[config.mk]
export PLATFORM = sky130hd
export DESIGN_NAME = rate_spi_master
export DESIGN_NICKNAME = d
export VERILOG_FILES = /design/src/rtl/rate_spi_pkg.sv /design/src/rtl/rate_spi_speed.sv /design/src/rtl/rate_spi_ctrl.sv /design/src/rtl/rate_spi_datapath.sv /design/src/rtl/rate_spi_master.sv
export SDC_FILE = /design/constraint.sdc
export NUM_CORES = 1
export LEC_CHECK = 0
export BUFFER_PORTS_ARGS = -buffer_cell sky130_fd_sc_hd__buf_2
export CORE_MARGIN = 5
export CORE_UTILIZATION = 57
export DETAILED_ROUTE_END_ITERATION = 8
export PLACE_DENSITY = 0.91
export SYNTH_ARGS = -nofsm -noshare
export SYNTH_HDL_FRONTEND = slang
export SYNTH_HIERARCHICAL = 1
export SYNTH_SLANG_ARGS = --single-unit
[constraint.sdc]
create_clock -name clk -period 3 [get_ports clk]
set_input_delay 0.45 -clock clk [delete_from_list [all_inputs] [get_ports clk]]
set_output_delay 0.45 -clock clk [all_outputs]
set_load 0.005 [all_outputs]
[src/rtl/rate_spi_pkg.sv]
package rate_spi_pkg;

  typedef struct packed {
    logic load;      // take cmdData into the shifter
    logic sample;    // shift in MISO at end of low phase
    logic advance;   // present next bit on MOSI
    logic finish;    // last high phase done
    logic readXfer;  // current transfer is a read
    logic wideXfer;  // current transfer is 24-bit
  } spi_strobe_t;

  typedef enum logic [2:0] {
    ST_IDLE,
    ST_SETUP,
    ST_SEL,
    ST_LOW,
    ST_HIGH
  } spi_state_t;

endpackage

[src/rtl/rate_spi_speed.sv]
module rate_spi_speed #(
  parameter int SPEED_W    = 32,
  parameter int BYTE_W     = 8,
  parameter int DEFAULT_HZ = 10_000_000,
  parameter int LIMIT_SLOW = 3_333_333,
  parameter int LIMIT_MID  = 5_000_000,
  parameter int LIMIT_BYTE = 10_000_000,
  parameter int DIV_FAST   = 2,
  parameter int DIV_BYTE   = 8,
  parameter int DIV_MID    = 16,
  parameter int DIV_SLOW   = 24,
  parameter int HALF_W     = $clog2(DIV_SLOW / 2 + 1)
) (
  input  logic               clk,
  input  logic               rstN,
  input  logic               speedWe,
  input  logic [SPEED_W-1:0] speedHz,
  input  logic               reqWide,
  input  logic               reqRead,
  input  logic [BYTE_W-1:0]  reqByte,
  output logic [HALF_W-1:0]  halfCycles
);

  localparam logic [HALF_W-1:0] HALF_FAST = HALF_W'(DIV_FAST / 2);
  localparam logic [HALF_W-1:0] HALF_BYTE = HALF_W'(DIV_BYTE / 2);
  localparam logic [HALF_W-1:0] HALF_MID  = HALF_W'(DIV_MID / 2);
  localparam logic [HALF_W-1:0] HALF_SLOW = HALF_W'(DIV_SLOW / 2);

  logic [SPEED_W-1:0] speedQ;
  logic               flatByte;

  always_ff @(posedge clk) begin
    if (!rstN)        speedQ <= SPEED_W'(DEFAULT_HZ);
    else if (speedWe) speedQ <= speedHz;
  end

  assign flatByte = (reqByte == '0) || (reqByte == '1);

  always_comb begin
    if (speedQ <= SPEED_W'(LIMIT_SLOW) || reqWide) halfCycles = HALF_SLOW;
    else if (speedQ <= SPEED_W'(LIMIT_MID))         halfCycles = HALF_MID;
    else if (speedQ <= SPEED_W'(LIMIT_BYTE))        halfCycles = HALF_BYTE;
    else if (!reqRead && flatByte)                  halfCycles = HALF_FAST;
    else                                            halfCycles = HALF_BYTE;
  end

endmodule

[src/rtl/rate_spi_ctrl.sv]
module rate_spi_ctrl
  import rate_spi_pkg::*;
#(
  parameter int WORD_W  = 24,
  parameter int BYTE_W  = 8,
  parameter int HALF_W  = 4,
  parameter int STRETCH = 2
) (
  input  logic              clk,
  input  logic              rstN,
  input  logic              cmdValid,
  output logic              cmdReady,
  input  logic              cmdRead,
  input  logic              cmdWide,
  input  logic              cmdEnd,
  input  logic              modeSel,
  input  logic [HALF_W-1:0] halfIn,
  output logic              sclk,
  output logic              csN,
  output spi_strobe_t       strobes
);

  localparam int CNT_W   = HALF_W + 1;
  localparam int BIT_W   = $clog2(WORD_W);
  localparam int BYTE_LG = $clog2(BYTE_W);

  spi_state_t        stateQ;
  logic [CNT_W-1:0]  cntQ;
  logic [HALF_W-1:0] halfQ;
  logic [BIT_W-1:0]  bitsQ;
  logic              sclkQ, csNQ, readQ, wideQ;

  logic              accept, startXfer, cntZero;
  logic [CNT_W-1:0]  stretchAdd, firstLow, setupLow, highLen, nextLow;

  always_comb begin
    cmdReady   = (stateQ == ST_IDLE) || (stateQ == ST_SEL);
    accept     = cmdValid && cmdReady;
    startXfer  = accept && !cmdEnd;
    cntZero    = (cntQ == '0);
    stretchAdd = modeSel ? CNT_W'(STRETCH) : '0;
    firstLow   = CNT_W'(halfIn) + stretchAdd - CNT_W'(1);
    setupLow   = CNT_W'(halfQ) + stretchAdd - CNT_W'(1);
    highLen    = CNT_W'(halfQ) - CNT_W'(1);
    nextLow    = highLen + ((modeSel && bitsQ[BYTE_LG-1:0] == '0) ? CNT_W'(STRETCH) : '0);

    strobes.load     = startXfer;
    strobes.sample   = (stateQ == ST_LOW) && cntZero;
    strobes.advance  = (stateQ == ST_HIGH) && cntZero && (bitsQ != '0);
    strobes.finish   = (stateQ == ST_HIGH) && cntZero && (bitsQ == '0);
    strobes.readXfer = readQ;
    strobes.wideXfer = wideQ;

    sclk = csNQ ? modeSel : sclkQ;
    csN  = csNQ;
  end

  always_ff @(posedge clk) begin
    if (!rstN) begin
      stateQ <= ST_IDLE;
      cntQ   <= '0;
      halfQ  <= '0;
      bitsQ  <= '0;
      sclkQ  <= 1'b0;
      csNQ   <= 1'b1;
      readQ  <= 1'b0;
      wideQ  <= 1'b0;
    end else begin
      if (startXfer) begin
        halfQ <= halfIn;
        readQ <= cmdRead;
        wideQ <= cmdWide;
        bitsQ <= cmdWide ? BIT_W'(WORD_W - 1) : BIT_W'(BYTE_W - 1);
      end
      unique case (stateQ)
        ST_IDLE: begin
          if (startXfer) begin
            csNQ   <= 1'b0;
            sclkQ  <= modeSel;
            stateQ <= ST_SETUP;
          end
        end
        ST_SETUP: begin
          sclkQ  <= 1'b0;
          cntQ   <= setupLow;
          stateQ <= ST_LOW;
        end
        ST_SEL: begin
          if (accept && cmdEnd) begin
            csNQ   <= 1'b1;
            stateQ <= ST_IDLE;
          end else if (startXfer) begin
            sclkQ  <= 1'b0;
            cntQ   <= firstLow;
            stateQ <= ST_LOW;
          end
        end
        ST_LOW: begin
          if (cntZero) begin
            sclkQ  <= 1'b1;
            cntQ   <= highLen;
            stateQ <= ST_HIGH;
          end else begin
            cntQ <= cntQ - CNT_W'(1);
          end
        end
        ST_HIGH: begin
          if (cntZero) begin
            if (bitsQ == '0) begin
              sclkQ  <= modeSel;
              stateQ <= ST_SEL;
            end else begin
              bitsQ  <= bitsQ - BIT_W'(1);
              sclkQ  <= 1'b0;
              cntQ   <= nextLow;
              stateQ <= ST_LOW;
            end
          end else begin
            cntQ <= cntQ - CNT_W'(1);
          end
        end
        default: stateQ <= ST_IDLE;
      endcase
    end
  end

endmodule

[src/rtl/rate_spi_datapath.sv]
module rate_spi_datapath
  import rate_spi_pkg::*;
#(
  parameter int WORD_W = 24,
  parameter int BYTE_W = 8
) (
  input  logic              clk,
  input  logic              rstN,
  input  spi_strobe_t       strobes,
  input  logic [WORD_W-1:0] cmdData,
  input  logic              cmdWide,
  input  logic              miso,
  output logic              mosi,
  output logic              rdValid,
  output logic [WORD_W-1:0] rdData
);

  localparam int PAD_W = WORD_W - BYTE_W;

  logic [WORD_W-1:0] shQ;
  logic              mosiQ;

  always_ff @(posedge clk) begin
    if (!rstN) begin
      shQ     <= '0;
      mosiQ   <= 1'b0;
      rdValid <= 1'b0;
      rdData  <= '0;
    end else begin
      rdValid <= 1'b0;
      if (strobes.load) begin
        shQ   <= cmdWide ? cmdData : {cmdData[BYTE_W-1:0], {PAD_W{1'b0}}};
        mosiQ <= cmdWide ? cmdData[WORD_W-1] : cmdData[BYTE_W-1];
      end else if (strobes.sample) begin
        shQ <= {shQ[WORD_W-2:0], miso};
      end else if (strobes.advance) begin
        mosiQ <= shQ[WORD_W-1];
      end
      if (strobes.finish) begin
        rdValid <= strobes.readXfer;
        rdData  <= strobes.wideXfer ? shQ : {{PAD_W{1'b0}}, shQ[BYTE_W-1:0]};
      end
    end
  end

  assign mosi = mosiQ;

endmodule

[src/rtl/rate_spi_master.sv]
module rate_spi_master
  import rate_spi_pkg::*;
#(
  parameter int WORD_W     = 24,
  parameter int BYTE_W     = 8,
  parameter int SPEED_W    = 32,
  parameter int DEFAULT_HZ = 10_000_000,
  parameter int DIV_FAST   = 2,
  parameter int DIV_BYTE   = 8,
  parameter int DIV_MID    = 16,
  parameter int DIV_SLOW   = 24,
  parameter int STRETCH    = 2
) (
  input  logic               clk,
  input  logic               rstN,
  input  logic               cmdValid,
  output logic               cmdReady,
  input  logic [1:0]         cmdKind,
  input  logic               cmdEnd,
  input  logic [WORD_W-1:0]  cmdData,
  output logic               rdValid,
  output logic [WORD_W-1:0]  rdData,
  input  logic               speedWe,
  input  logic [SPEED_W-1:0] speedHz,
  input  logic               modeSel,
  output logic               sclk,
  output logic               mosi,
  input  logic               miso,
  output logic               csN
);

  localparam int HALF_W = $clog2(DIV_SLOW / 2 + 1);

  spi_strobe_t       strobes;
  logic [HALF_W-1:0] halfCycles;

  rate_spi_speed #(
    .SPEED_W(SPEED_W), .BYTE_W(BYTE_W), .DEFAULT_HZ(DEFAULT_HZ),
    .DIV_FAST(DIV_FAST), .DIV_BYTE(DIV_BYTE), .DIV_MID(DIV_MID),
    .DIV_SLOW(DIV_SLOW), .HALF_W(HALF_W)
  ) u_speed (
    .clk(clk), .rstN(rstN), .speedWe(speedWe), .speedHz(speedHz),
    .reqWide(cmdKind[1]), .reqRead(cmdKind[0]), .reqByte(cmdData[BYTE_W-1:0]),
    .halfCycles(halfCycles)
  );

  rate_spi_ctrl #(
    .WORD_W(WORD_W), .BYTE_W(BYTE_W), .HALF_W(HALF_W), .STRETCH(STRETCH)
  ) u_ctrl (
    .clk(clk), .rstN(rstN), .cmdValid(cmdValid), .cmdReady(cmdReady),
    .cmdRead(cmdKind[0]), .cmdWide(cmdKind[1]), .cmdEnd(cmdEnd),
    .modeSel(modeSel), .halfIn(halfCycles), .sclk(sclk), .csN(csN),
    .strobes(strobes)
  );

  rate_spi_datapath #(
    .WORD_W(WORD_W), .BYTE_W(BYTE_W)
  ) u_dp (
    .clk(clk), .rstN(rstN), .strobes(strobes), .cmdData(cmdData),
    .cmdWide(cmdKind[1]), .miso(miso), .mosi(mosi),
    .rdValid(rdValid), .rdData(rdData)
  );

endmodule

---- Word-level counts from Yosys, hierarchy flattened ----
Cells that the tools add are included.
cells by class
  add/sub/neg operators ................... 8
  $mul .................................... 0
  divide/modulo/power cells ............... 0
  $lt $le $gt $ge ......................... 3
  equality and inequality tests ........... 14
  shift operators ......................... 0
  multiplexer cells ....................... 42
  bitwise operators ....................... 0
  reductions and logical operators ........ 31
operators with widths
  kind                                                              number
  2-to-1 mux 24 bit                                                 4
  2-to-1 mux 5 bit                                                  10
  less-or-equal comparator 32 x 22 -> 1 bit, second input constant  1
  less-or-equal comparator 32 x 23 -> 1 bit, second input constant  1
  less-or-equal comparator 32 x 24 -> 1 bit, second input constant  1
  one-hot mux 5 bit (4 select lines)                                1
  subtractor 5 x 1 -> 5 bit, second input constant                  4
  2-to-1 mux 3 bit                                                  6
  one-hot mux 3 bit (5 select lines)                                1
  2-to-1 mux 1 bit                                                  13
  2-to-1 mux 4 bit                                                  3
  adder 4 x 5 -> 5 bit                                              2
  logical NOT 5 bit                                                 2
  != test 2 x 1 -> 1 bit, second input constant                     5
  nonzero test 5 bit                                                2
  logical AND 1 bit                                                 9
  equality test 8 bit, second input constant                        1
  logical NOT 8 bit                                                 1
  AND reduction 4 bit                                               2
  equality test 3 x 2 -> 1 bit, second input constant               2
  logical NOT 3 bit                                                 2
  AND reduction 6 bit                                               1
  nonzero test 2 bit                                                3
  adder 5 bit                                                       1
  14 further kinds                                                  20
storage, ports and cells
  register bits ........................... 103
  bits in latches ......................... 0
  memory bits (writable) .................. 0
  ROM bits ................................ 0
  bits of input ports ..................... 65
  output and inout bits ................... 29
  logic and storage cells ................. 111
  memories kept ........................... 0

---- Logic depth before layout (Yosys ltp) ----
  word-level depth ........................ 12
  mapped depth ............................ 13
  depth with buffers taken out ............ 13

---- Hierarchy ----
The synthesis kept the hierarchy.
by module, submodules not included
  module             instances  cells each  area an instance (µm²)  sequential area each (µm²)
  rate_spi_datapath  1          197         2,205.9                 1,001.0
  rate_spi_ctrl      1          225         1,851.8                 420.4
  rate_spi_speed     1          176         1,615.3                 640.6

---- Least setup slack after synthesis ----
Ideal clock, no wire load.
  path type ............................... register to register
  start point ............................. register u_speed.speedQ[27]
  end point ............................... register u_ctrl.cntQ[3]
  library setup time ...................... 129 ps
  arrival ................................. 2,503 ps
  required time ........................... 2,871 ps
  slack ................................... 368 ps
  stages on the path, launching flop included .. 13
  buffers on the path ..................... 0
  period minus slack after synthesis ...... 2,632 ps
  cell sequence ........................... dfxtp_1 or4_4 nor2_4 and3_1 a31oi_1 o21ai_2 nor2_1 ha_1 fa_1 xnor2_1 o32ai_1 a221oi_1 a211oi_1
on the way
  cells in the longest elaborated chain, start to end .. 9
  elaborated cells between the ends (all ways) .. 12
  those cells by class .................... add/sub: 2; order compare: 3; mux: 6; reduce/logical: 1
ends and longest elaborated chain
  element                                    line                   source
  start, declared                            rate_spi_speed.sv:29   logic [SPEED_W-1:0] speedQ;
  start signal, assigned                     rate_spi_speed.sv:33   if (!rstN) speedQ <= SPEED_W'(DEFAULT_HZ);
  start signal, assigned                     rate_spi_speed.sv:34   else if (speedWe) speedQ <= speedHz;
  less-or-equal comparator 32 x 24 -> 1 bit  rate_spi_speed.sv:42   else if (speedQ <= SPEED_W'(LIMIT_BYTE)) halfCycles = HALF_BYTE;
  2-to-1 mux 4 bit                           rate_spi_speed.sv:42
  2-to-1 mux 4 bit                           rate_spi_speed.sv:41   else if (speedQ <= SPEED_W'(LIMIT_MID)) halfCycles = HALF_MID;
  2-to-1 mux 4 bit *                         rate_spi_speed.sv:40   if (speedQ <= SPEED_W'(LIMIT_SLOW) || reqWide) halfCycles = HALF_SLOW;
  named net halfCycles[0]                    rate_spi_master.sv:35  logic [HALF_W-1:0] halfCycles;
  adder 4 x 5 -> 5 bit *                     rate_spi_ctrl.sv:42    firstLow = CNT_W'(halfIn) + stretchAdd - CNT_W'(1);
  subtractor 5 x 1 -> 5 bit *                rate_spi_ctrl.sv:42
  2-to-1 mux 5 bit *                         rate_spi_ctrl.sv:92    end else if (startXfer) begin
  2-to-1 mux 5 bit *                         rate_spi_ctrl.sv:89    if (accept && cmdEnd) begin
  one-hot mux 5 bit (4 select lines) *       rate_spi_ctrl.sv:75    unique case (stateQ)
  end signal, assigned                       rate_spi_ctrl.sv:85    cntQ <= setupLow;
  end signal, assigned                       rate_spi_ctrl.sv:94    cntQ <= firstLow;
  end signal, assigned                       rate_spi_ctrl.sv:101   cntQ <= highLen;
  end, declared                              rate_spi_ctrl.sv:28    logic [CNT_W-1:0] cntQ;
Mark *: on every way through the listed nets, which the timed path passes. The rest lies on a longest branch. The select of a mux whose other input is x is not followed.
A chain may end at the register's enable or synchronous reset.

---- Final worst setup path ----
  start point ............................. register u_speed.speedQ[31]
  end point ............................... register u_ctrl.cntQ[2]
Same word-level chain as after synthesis.

==> run_results.csv <==
group,metric,value,unit
sta,fin_crit_sh,0.942,
critical_path,startpoint,"u_speed/speedQ[31]",
detailed_routing,viasPerCell,5.86,
logic_synthesis,synthFlopType,"dfxtp_1",
logic_synthesis,synth_xor_area_frac,0.0148,
detailed_routing,drt-initial-drc-count,294,
detailed_routing,firstDrtPassIters,5,
cts,cts.reportedPaths.clkPinSlew,0.10,ns
global_route,grt_use_total,0.222,
logic_synthesis,synth_cells,598,
power,leakage,0.00270,uW
floorplan,die_area,12000,sq um
layout,area_growth,10.9,%
logic_synthesis,synth_area,5670,sq um
global_route,use_met1,0.258,
global_route,grt-ovfl-total,0,
place,routabilityCongestion,0.889,
layout,area.sequential,2060,sq um
detailed_routing,drtAntennaViolNets,0,
sta,maxSlewHeadroom,0.276,
sta,final-hold-violation-count,0,
global_route,met2_usage,0.394,
sta,skew,0.00952,ns
sta,worst_pin_slew,1.08,ns
logic_synthesis,ys_seq_elements,103,
cts,cts_htree_levels,3,
critical_path,crit_path_max_incr_delay,0.54,ns
critical_path,crit_chain,"or4_4 -> nor2_4 -> and3_1 -> a21boi_2 -> o21ai_2 -> nor2_1 -> ha_1 -> fa_1 -> nand3_1 -> o311ai_1 -> o221a_1",
floorplan,die_w,110,um
layout,drive_gt1_frac,0.233,
cts,cts_buffer_depth,2,
logic_synthesis,yosysUniqueCellTypes,82,
global_route,grt_busiest_layer,"met2",
sta,final_max_slew_viol_count,0,
cts,clk_root_buffer_cell,"clkbuf_8",
cts,cts_made_buffers,9,
place,dpl_worst_slack,0.156,ns
place,port_buffers,93,
logic_synthesis,synth_nets,681,
detailed_routing,finalWirelength,13000,um
hold_path,hold_class,"in -> reg",
global_route,grt_max_degree,52,
critical_path,worstRegToRegCells,11,
floorplan,fp.coreArea,9730,sq um
hold_path,worstHoldStart,"speedHz[23]",
critical_path,rrSetupSlack,0.17,ns
floorplan,die_y,110,um
critical_path,cp_max_fo,3,
floorplan,start_util,0.583,
logic_synthesis,synth.avg_cell_area,9.49,sq um
layout,multi_input_area,3240,sq um
layout,nets,755,
run,max_cap_violations,0,
logic_synthesis,synth_top_area_cell,"dfxtp_1",
power,power_density,489,nW/um^2
cts,cts_tree,"done",
cts,cts_sinks,103,
logic_synthesis,synth_compound_area_frac,0.167,
layout,fillers,801,
critical_path,slowest_stage,"or4_4",
logic_synthesis,synth_top_area_frac,0.363,
global_route,use_met3,0.0564,
layout,layout.cells.non_filler,810,
sta,min_period,2.83,ns
detailed_routing,drc_errors,0,
sta,setup_violations,0,
layout,antenna_cells,0,
hold_path,min_path_cells,3,
logic_synthesis,asyncSetResetFlopFracSynth,0,
sta,max_clock_freq,0.354,GHz
status,status,"finished, final reports clean",
floorplan,std_cell_rows,36,
logic_synthesis,synth_top_family_by_area,"simple AND/OR/NAND/NOR gates",
logic_synthesis,synth_edf_count,0,
global_route,grt_pass1_vias,4710,
critical_path,required,3.27,ns
critical_path,timing.rr.start,"u_speed/speedQ[31]",
place,placedCellCount,793,
critical_path,cp.arrival,3.09,ns
global_route,antenna_found_initial,0,
place,dp_hpwl,9640,um
sta,timing.final.ws_setup,0.174,ns
global_route,grt_pass1_wl,21400,um
logic_synthesis,synth_adder_area_share,0.0423,
logic_synthesis,muxShareOfSynthArea,0.143,
logic_synthesis,yosysWarnings,6,
logic_synthesis,synthTopCellsByArea,"dfxtp_1 36%, mux2i_1 12%, nor2b_1 4.0%",
logic_synthesis,yosys.area_share.simple,0.201,
detailed_routing,routedWlPerCell,16.0,um
critical_path,critPathCaptureType,"flop",
logic_synthesis,seq_area_frac_synth,0.363,
detailed_routing,num_vias,4743,
power,irDropWorstVdd,0.000333,V
floorplan,io-pin-count,94,
cts,clk_latency,0.37,ns
critical_path,crit_type,"reg -> reg",
critical_path,start_kind,"flop",
[critical path: cells and delay by family (launching register included)]
kind / cells / cell delay (ns)
simple gates: 5 / 1.13
compound gates: 4 / 0.60
flops: 1 / 0.32
fa+ha+maj: 2 / 0.64
[cell families after synthesis]
family                     after synthesis
muxes                                   77
buffers and inverters                   65
adders and majority gates               18
other                                    1
and+or+nand+nor                        198
AOI/OAI and AO/OA                      128
xor gates and xnor gates                 8
DFF                                    103
[cells in the mapped netlist, types with 5 or more instances]
master,n
o2bb2ai_1,7
nand2_1,47
buf_4,9
nor2b_1,36
o211a_1,8
dfxtp_1,103
buf_2,8
nand3_1,14
nor3_1,11
a22o_1,17
ha_1,16
a31oi_1,5
clkbuf_1,10
inv_1,23
nor4_1,6
and3_1,7
and2_1,8
a21boi_0,6
o21ai_0,16
nor3b_1,5
a21oi_1,26
mux2_4,7
nor2_1,22
mux2i_1,67
buf_6,9
[metal layers]
metal	part of all wire	vias up	wire length (um)
li1	-	2281	-
met3	0.066	32	854
met1	0.42	2251	5460
met5	0	-	0
met2	0.49	179	6410
met4	0.020	0	253
[repair_timing]
item	CTS	global route
hold buffers	0	0
endpoints found under the setup margin	0	3
buffers inserted	0	1
resized for setup	0	4
[state kept, by name, indices dropped and copies added (netlist names)]
| name | count |
|---|---|
| u_dp/rdData | 24 |
| u_dp/mosi | 1 |
| u_dp/shQ | 24 |
| u_ctrl/stateQ | 3 |
| u_ctrl/bitsQ | 5 |
| u_ctrl/cntQ | 5 |
| u_dp/rdValid | 1 |
| u_ctrl/sclkQ | 1 |
| u_ctrl/halfQ | 4 |
| u_ctrl/readQ | 1 |
| u_speed/speedQ | 32 |
| u_ctrl/csN | 1 |
| u_ctrl/wideQ | 1 |
[cell usage in the layout (no fill, tap or decap), types with 16 or more instances in the layout]
cell type and n:
a22o_1 17, mux2i_1 67, nor2b_1 36, inv_1 23, nand2_1 47, buf_2 93
nor2_1 21, a21oi_1 26, o21ai_0 16, dfxtp_1 102, ha_1 16
[area by class of cell]
cell class              count  share of cell area
flip-flops and latches    103               0.328
multi-input cells         430               0.515
repair buffers            103              0.0859
clock inverters             6             0.00795
well taps                 133              0.0264
clock buffers              10              0.0219
inverters                  25              0.0149
[metrics by stage]
step / setup TNS [ns] / util / hold WS (ns) / area [sq um] / total power [uW]
final: 0 / 0.647 / 0.289 / 6290 / 3080
after global routing: -0.00160 / 0.647 / 0.272 / 6290 / 3240
after CTS: 0 / 0.644 / 0.275 / 6270 / 3080
after detailed placement: 0 / 0.625 / 0.450 / 6080 / 2250
after global placement: 0 / 0.625 / 0.442 / 6080 / 2210
after floorplan: 0 / - / 0.437 / 5670 / 2090
[worst paths after layout]
| check | end |
|---|---|
| worst max-delay path | u_ctrl/cntQ[2] |
| worst min-delay path | u_speed/speedQ[23] |
| worst max register to register | u_ctrl/cntQ[2] |
| worst min register to register | u_ctrl/wideQ |
[where the power goes]
| group | leakage [uW] | switching (uW) | internal [uW] |
|---|---|---|---|
| combinational | 0.00176 | 368 | 329 |
| sequential | 0.000842 | 96.2 | 1440 |
| clock | 0.0000952 | 501 | 336 |
(Power assumes the default switching activity.)
